==> src/rtl/sdWrapPkg.sv <==
package sdWrapPkg;
  localparam int WIN_BYTES  = 256;
  localparam int WIN_WORDS  = WIN_BYTES / 4;
  localparam int WORD_W     = $clog2(WIN_WORDS);
  localparam int GRP_W      = WORD_W - 2;
  localparam int MAX_SLOTS  = 2;
  localparam int INFO_WORD  = 0;
  localparam int DEB_WORD   = 1;
  localparam int STAT_WORD  = WIN_WORDS - 1;
  localparam logic [31:0] DEB_RESET = 32'h0000_0005;

  typedef struct packed {
    logic              rd;
    logic              wr;
    logic              hit;
    logic [WORD_W-1:0] word;
  } busStrobe_t;
endpackage

==> src/rtl/sdWrapCtrl.sv <==
module sdWrapCtrl
  import sdWrapPkg::*;
#(
  parameter int ADDR_W = 12
) (
  input  logic              clk,
  input  logic              rstN,
  input  logic              busValid,
  input  logic              busWrite,
  input  logic [ADDR_W-1:0] busAddr,
  output busStrobe_t        strobe,
  output logic              busErr
);
  logic inWindow;

  always_comb begin
    inWindow    = (busAddr < ADDR_W'(WIN_BYTES)) && (busAddr[1:0] == 2'b00);
    strobe.rd   = busValid && !busWrite;
    strobe.wr   = busValid && busWrite;
    strobe.hit  = inWindow;
    strobe.word = busAddr[WORD_W+1:2];
  end

  always_ff @(posedge clk or negedge rstN) begin
    if (!rstN) busErr <= 1'b0;
    else       busErr <= busValid && !inWindow;
  end

  // any request outside the window is flagged on the next cycle
  p_err_set_r9: assert property (@(posedge clk) disable iff (!rstN)
    (busValid && busAddr >= ADDR_W'(WIN_BYTES)) |=> busErr);
  // an idle bus never leaves the error flag raised
  p_err_clear_r9: assert property (@(posedge clk) disable iff (!rstN)
    !busValid |=> !busErr);
endmodule

==> src/rtl/sdWrapData.sv <==
module sdWrapData
  import sdWrapPkg::*;
#(
  parameter int          NUM_SLOTS = 2,
  parameter logic [63:0] CAP_RESET = 64'h0000_0007_01F8_0080
) (
  input  logic                 clk,
  input  logic                 rstN,
  input  busStrobe_t           strobe,
  input  logic [31:0]          busWdata,
  input  logic [NUM_SLOTS-1:0] slotIrq,
  output logic [31:0]          busRdata,
  output logic                 irqOut
);
  localparam logic [31:0] INFO_RESET =
    32'h0001_0000 | ((NUM_SLOTS == 2) ? 32'h0002_0000 : 32'h0);

  logic [31:0]          plainMem [WIN_WORDS];
  logic [NUM_SLOTS-1:0] irqMeta, irqStat;
  logic [GRP_W-1:0]     grp;
  logic [1:0]           field;
  logic                 slotOwned;
  logic [NUM_SLOTS-1:0] slotHit;
  logic [31:0]          slotRd [NUM_SLOTS];
  logic [31:0]          rdMux;

  always_comb begin
    grp       = strobe.word[WORD_W-1:2];
    field     = strobe.word[1:0];
    slotOwned = (grp != '0) && (int'(grp) <= NUM_SLOTS) && (field != 2'd3);
  end

  // Per-slot capability and max-current shadows
  for (genvar s = 0; s < NUM_SLOTS; s++) begin : g_slot
    logic [63:0] capReg;
    logic [31:0] curReg;
    assign slotHit[s] = slotOwned && (grp == GRP_W'(s + 1));

    always_ff @(posedge clk or negedge rstN) begin
      if (!rstN) begin
        capReg <= CAP_RESET;
        curReg <= '0;
      end else if (strobe.wr && strobe.hit && slotHit[s]) begin
        case (field)
          2'd0:    capReg[31:0]  <= busWdata;
          2'd1:    capReg[63:32] <= busWdata;
          default: curReg        <= busWdata;
        endcase
      end
    end

    always_comb begin
      case (field)
        2'd0:    slotRd[s] = capReg[31:0];
        2'd1:    slotRd[s] = capReg[63:32];
        default: slotRd[s] = curReg;
      endcase
    end
  end

  // Plain storage, slot-info and debounce words
  always_ff @(posedge clk or negedge rstN) begin
    if (!rstN) begin
      for (int i = 0; i < WIN_WORDS; i++) begin
        if (i == INFO_WORD)     plainMem[i] <= INFO_RESET;
        else if (i == DEB_WORD) plainMem[i] <= DEB_RESET;
        else                    plainMem[i] <= '0;
      end
    end else if (strobe.wr && strobe.hit && !slotOwned &&
                 strobe.word != WORD_W'(STAT_WORD)) begin
      if (strobe.word == WORD_W'(INFO_WORD))
        plainMem[strobe.word] <= busWdata & ~32'h1;
      else
        plainMem[strobe.word] <= busWdata;
    end
  end

  // Interrupt synchronizer and shared line
  always_ff @(posedge clk or negedge rstN) begin
    if (!rstN) begin
      irqMeta <= '0;
      irqStat <= '0;
    end else begin
      irqMeta <= slotIrq;
      irqStat <= irqMeta;
    end
  end
  assign irqOut = |irqStat;

  always_comb begin
    rdMux = '0;
    if (!strobe.hit)                             rdMux = '0;
    else if (slotOwned) begin
      for (int s = 0; s < NUM_SLOTS; s++)
        if (slotHit[s]) rdMux = slotRd[s];
    end
    else if (strobe.word == WORD_W'(STAT_WORD)) rdMux = 32'(irqStat);
    else                                         rdMux = plainMem[strobe.word];
  end

  always_ff @(posedge clk or negedge rstN) begin
    if (!rstN)          busRdata <= '0;
    else if (strobe.rd) busRdata <= rdMux;
  end

  // the reset-request bit never reads back set
  p_info_clr_r1: assert property (@(posedge clk) disable iff (!rstN)
    (strobe.rd && strobe.hit && strobe.word == WORD_W'(INFO_WORD)) |=> !busRdata[0]);
  // reads outside the window return zero
  p_oob_zero_r9: assert property (@(posedge clk) disable iff (!rstN)
    (strobe.rd && !strobe.hit) |=> (busRdata == 32'h0));
endmodule

==> src/rtl/sdWrapRegs.sv <==
module sdWrapRegs
  import sdWrapPkg::*;
#(
  parameter int          ADDR_W    = 12,
  parameter int          NUM_SLOTS = 2,
  parameter logic [63:0] CAP_RESET = 64'h0000_0007_01F8_0080
) (
  input  logic                 clk,
  input  logic                 rstN,
  input  logic                 busValid,
  input  logic                 busWrite,
  input  logic [ADDR_W-1:0]    busAddr,
  input  logic [31:0]          busWdata,
  output logic [31:0]          busRdata,
  output logic                 busErr,
  input  logic [NUM_SLOTS-1:0] slotIrq,
  output logic                 irqOut
);
  busStrobe_t strobe;

  sdWrapCtrl #(.ADDR_W(ADDR_W)) uCtrl (
    .clk(clk), .rstN(rstN), .busValid(busValid), .busWrite(busWrite),
    .busAddr(busAddr), .strobe(strobe), .busErr(busErr)
  );

  sdWrapData #(.NUM_SLOTS(NUM_SLOTS), .CAP_RESET(CAP_RESET)) uData (
    .clk(clk), .rstN(rstN), .strobe(strobe), .busWdata(busWdata),
    .slotIrq(slotIrq), .busRdata(busRdata), .irqOut(irqOut)
  );

  // a rising shared line comes from a slot input seen two edges earlier
  p_irq_src_r7: assert property (@(posedge clk) disable iff (!rstN)
    $rose(irqOut) |-> $past(|slotIrq, 2));
endmodule

==> config.mk <==
export PLATFORM = sky130hd
export DESIGN_NAME = sdWrapRegs
export DESIGN_NICKNAME = d
export VERILOG_FILES = /design/src/rtl/sdWrapPkg.sv /design/src/rtl/sdWrapCtrl.sv /design/src/rtl/sdWrapData.sv /design/src/rtl/sdWrapRegs.sv
export SDC_FILE = /design/constraint.sdc
export NUM_CORES = 2
export LEC_CHECK = 0
export BUFFER_PORTS_ARGS = -buffer_cell sky130_fd_sc_hd__buf_2
export CAP_MARGIN = 30
export CORE_MARGIN = 2
export CORE_UTILIZATION = 35
export DETAILED_ROUTE_END_ITERATION = 10
export GPL_TIMING_DRIVEN = 0
export PLACE_DENSITY_LB_ADDON = 0.12
export SYNTH_ARGS = -nofsm -noshare
export SYNTH_HDL_FRONTEND = slang
export SYNTH_SLANG_ARGS = --single-unit
==> constraint.sdc <==
create_clock -name clk -period 1.6 [get_ports clk]
set_input_delay 0.24 -clock clk [delete_from_list [all_inputs] [get_ports clk]]
set_output_delay 0.24 -clock clk [all_outputs]
set_load 0.01 [all_outputs]
== Word-level counts from Yosys, hierarchy flattened ==
Index checks and enable logic that the tools add are counted.
Word-level totals
  input port bits: 50
  bits in latches: 0
  logic and storage cells: 130
  memory bits (writable): 0
  register bits: 2277
  memories kept: 0
  output and inout bits: 34
  ROM bits: 0
Operators by class
  eq/ne operators: 6
  $mul: 0
  div/mod/pow operators: 0
  shift-type cells: 0
  multiplexer cells: 15
  $lt $le $gt $ge: 4
  bitwise gates (word level): 2
  reduce and logical (&&, ||, !) cells: 29
  add/sub/neg operators: 0
Operator list (number)
  2048-bit bitwise mux: 2
  2048-bit 2-to-1 mux: 1
  32-bit 2-to-1 mux: 8
  32-bit binary-select mux with 6-bit select: 1
  32-bit demux with 6-bit select: 1
  32-bit one-hot mux with 2 select lines: 2
  1-bit logical AND: 14
  12-bit by 9-bit < comparator with 1-bit output (second input constant): 1
  2-bit AND reduction: 6
  7-bit greater-or-equal comparator (second input constant): 1
  7-bit by 1-bit < comparator with 1-bit output (second input constant): 1
  6-bit inverter with 7-bit output: 1
  6-bit == test (second input constant): 1
  6-bit zero test: 1
  6-bit != test (second input constant): 1
  4-bit by 1-bit == test with 1-bit output (second input constant): 1
  4-bit by 2-bit == test with 1-bit output (second input constant): 1
  4-bit by 2-bit less-or-equal comparator with 1-bit output (second input constant): 1
  2-bit zero test: 2
  4-bit nonzero test: 1
  2-bit OR reduction: 2
  1-bit zero test: 3
  2-bit by 1-bit == test with 1-bit output (second input constant): 1
  2-bit != test (second input constant): 1
  1-bit inverter: 1

== Logic depth before layout (Yosys ltp) ==
  depth after elaboration: 8
  mapped depth: 12
  mapped depth without buffers: 6

== Cells and area by module ==
A second synthesis with hierarchy kept.
Unflattened totals
  cells, all modules: 7803
  area, all modules: 100667.8 um2
By module, submodules not included
  sdWrapData: times used 1, area an instance 100552.7 um2, cells an instance 7790, seq. area each 56984.7 um2
  sdWrapCtrl: times used 1, area an instance 115.1 um2, cells an instance 13, seq. area each 25.0 um2

== Least setup slack after synthesis ==
OpenSTA, ideal clock, no wires.
  path type: input port to flip-flop
  start: input port busAddr[2]
  end: register uData.busRdata[24]
  setup time: 121 ps
  data required time: 1479 ps
  stages: 10
  arrival: 2760 ps
  buffers on the path: 4
  path slack: -1281 ps
  cell sequence: clkbuf_1 > clkbuf_1 > clkbuf_1 > buf_1 > mux4_2 > a22oi_1 > a21oi_1 > nor4_1 > o21ai_0 > a22o_1
Between the ends
  longest elaborated chain between the ends: 7
  elaborated cells on any way between the ends: 20
  those cells by class: 1 x order compare; 3 x eq/ne; 10 x mux; 1 x bitwise; 5 x reduce/logical
Ends and longest elaborated chain
  start, declared: RTL line sdWrapRegs.sv:12  | input logic [ADDR_W-1:0] busAddr,
  6-bit inverter with 7-bit output (not written as such) or 2-bit != test (tied branches): RTL line sdWrapData.sv:98, sdWrapData.sv:30
  32-bit binary-select mux with 6-bit select or 1-bit logical AND (tied branches): RTL line sdWrapData.sv:98, sdWrapData.sv:30
  32-bit 2-to-1 mux (not written as such) or 1-bit logical AND (tied branches): RTL line sdWrapData.sv:98, sdWrapData.sv:37
  32-bit 2-to-1 mux, on equally long branches: RTL line sdWrapData.sv:98, sdWrapData.sv:95
  32-bit 2-to-1 mux, on equally long branches: RTL line sdWrapData.sv:97, sdWrapData.sv:95
  32-bit 2-to-1 mux: RTL line sdWrapData.sv:93  | else if (slotOwned) begin
  32-bit 2-to-1 mux *: RTL line sdWrapData.sv:92  | if (!strobe.hit) rdMux = '0;
  end signal, assigned: RTL line sdWrapData.sv:103  | else if (strobe.rd) busRdata <= rdMux;
  end, declared: RTL line sdWrapData.sv:12  | output logic [31:0] busRdata,
Mark *: on every way between the ends. The rest lies on a longest branch, timed or not. The select of a mux whose other input is x is not followed.
A chain may end at the register's enable or synchronous reset.

==> run summary <==
CTS max path bufs = 4
Worst-path maximum fanout = 6
Most frequent cells in the layout = 2252 x dfrtp_1, 1717 x mux2_2, 534 x clkbuf_1
Async S/R FF share, synth = 1.00
Relative slew slack = 0.268
DR WL met2 = 168 mm
Outcome = complete, but fails checks
Area growth, synth to finish = 23.8%
Final WS setup = -836 ps
Most common cell after layout, fill and taps aside = dfrtp_1
DRT Pass-1 Iters = 5
RSZ-0062 raised after global routing = true
Top FF cell, synth = dfrtp_1
Detail Route Antenna Nets = 0
Post-synth EDFFs = 0
Num rows = 196
Vias in the first global route = 63900
GRT overflow = 0
M1 wire length = 151 mm
# nets final = 7289
Design Power = 127 mW
Seq/Total Area, Yosys = 0.568
Critical path buffers and inverters = 6
Placed wire-length estimate = 251 mm
Crit path launch type = input pin
Post-Route WL = 350 mm
Critical path's largest stage delay = 530 ps
I/O Buffers = 51
Fin. Hold Viols = 0
Syn Nets = 6697
DRT iter0 DRCs = 4139
Setup CP Type = input pin to flop
Initial Util = 0.352
Hold Path Class = input pin to flop
Placer Congestion = 0.861
Power Dens Cells = 1020 mW/mm^2
Area contributors post-synth = dfrtp_1 56%, mux2_2 22%, mux4_2 11%
Max-cap violations = 0
Synth warn = 0
Die Wd = 540 um
WL met3 = 18.5 mm
Worst Path Arrival = 3160 ps
DRC violations left = 0
Initial antenna violation count = 32
F_max = 411 MHz
Ports = 84
Most frequent CP cell = buf_6
Vias = 60800
Clk sinks = 2277
Max VDD drop = 0.796 mV
Netlist Area Pre-Place = 0.100 mm^2
Final min period = 2440 ps
Clock Latency Late Sink = 860 ps
Core area = 0.285 mm^2
CP max stage cell = or4_4
Layout cell share with drive strength beyond 1 = 0.520
Cells along the critical path = buf_6 -> or4_4 -> or4_4 -> buf_12 -> nor3_4 -> buf_6 -> nand2_8 -> buf_12 -> nor2_4 -> buf_6 -> clkbuf_16 -> mux2_4
Die Y = 540 um
Endpoint class of the critical path = flop
Setup TNS = -1588940 ps
CP required = 2320 ps
Top-area cell type share of the netlist area = 0.561
Worst-path clk slew = 60 ps
Max Slew Vio Count = 0
Cells after Synth = 6647
Cell family with most CP delay = simple AND/OR/NAND/NOR gates
Die area = 0.291 mm^2
DR top layer = met5
Yosys cell types = 46
Final worst path period share = 1.52
Violations in the final reports = setup timing
Static leakage = 57.7 nW
Pin count of the biggest net entering global routing = 172
TritonCTS clock tree = built
CTS Buf Count = 273
Syn Area/Cell = 15.1 um^2
Clk_skew = 32.1 ps
Pre-CTS setup slack = -3450 ps
Worst Max-Slew Pin Slew = 1100 ps
Clock H-tree levels = 5
All-Layer GR Usage = 0.232
First-pass GRT wire length = 486 mm
Flops & latches, synth = 2277
Largest area contributor in the netlist = dfrtp_1
Final setup vio count = 3267
Via/cell ratio = 5.43
CTS root buffer = clkbuf_16
Wirelength per Cell = 31.2 um
[timing repair]
item	CTS	global route
hold buffers	20	9
gates resized for setup	793	490
endpoints found under the setup margin	2976	3379
buffers inserted	53	46
pin swaps	149	37
gates cloned	16	44
endpoints found under the hold margin	191	176
[per-stage QoR]
| stage | hold slack [ps] | utilization | instances | area, um^2 |
|---|---|---|---|---|
| 2_1_floorplan | -55.6 | - | 6647 | 101000 |
| 3_3_place_gp | 346 | 0.373 | 10500 | 106000 |
| 3_5_place_dp | 336 | 0.377 | 10500 | 108000 |
| 4_1_cts | -467 | 0.423 | 11100 | 121000 |
| 5_1_grt | 74.7 | 0.436 | 11200 | 124000 |
| 6_report | 42.6 | 0.436 | 11200 | 124000 |
[final cells by class]
class	instances	area, um^2
Tap cell	3762	4710
Clock buffer	417	8300
Inverter	11	41.3
Clock inverter	49	542
Multi-Input combinational cell	3467	42900
Timing Repair Buffer	317	4630
Antenna cell	11	27.5
Buffer	892	6190
Sequential cell	2277	57000
Fill cell	25600	161000
[cell usage after synthesis (8+ instances only)]
cell and n:
inv_1 11, buf_1 121, buf_2 143, clkbuf_1 613, mux2i_1 88, nor2_1 40, buf_4 15, nand3_1 8
dfstp_2 24, nor2b_1 9, nor4_1 31, a22o_1 31, dfrtp_1 2253, nand2_1 131, mux2_2 1919, a21oi_1 155
nor2_2 15, o21ai_0 144, mux2_1 40, a22oi_1 276, o31ai_1 29, mux4_2 507
[worst paths after layout]
kind,cells past startpoint,to,slack (ps),start
worst max-delay path,12,flop,-840,busAddr[0]
worst min-delay path,4,uData.busRdata[31]$_DFFE_PN0P_,40,busValid
worst max register to register,6,uData.busRdata[27]$_DFFE_PN0P_,-820,flop
worst min register to register,0,uData.irqStat[0]$_DFF_PN0_,360,uData.irqMeta[0]$_DFF_PN0_
max in group asynchronous,6,async pin,-490,rstN
min in group asynchronous,3,uData.g_slot[1].capReg[4]$_DFFE_PN0P_,250,rstN
[metal layers]
metal / track usage / up-vias
met3: 0.0383 / 532
met4: 0.0712 / 4
met1: 0.316 / 33200
met5: 0 / -
li1: - / 25600
met2: 0.379 / 1538
[power breakdown]
group          leakage, nW  switching (mW)  internal, mW
sequential            31.7          0.0636          57.7
clock                 4.37            25.0          37.2
combinational         21.7            5.09          1.78
[kinds of logic after synthesis]
family	Yosys count	synth area share
AO/OA/AOI/OAI	652	0.0418
buffers and inverters	903	0.0361
flip-flops	2277	0.568
multiplexers	2554	0.342
AND/OR/NAND/NOR	261	0.0122
[worst reg2reg max path, cell delays in order (launching register included)]
cell and delay (ps):
dfrtp_1 370, mux4_2 490, a22oi_2 270, a21oi_2 160, nor4_4 600, o21ai_0 180
a22o_1 220
(Power assumes the default switching activity.)
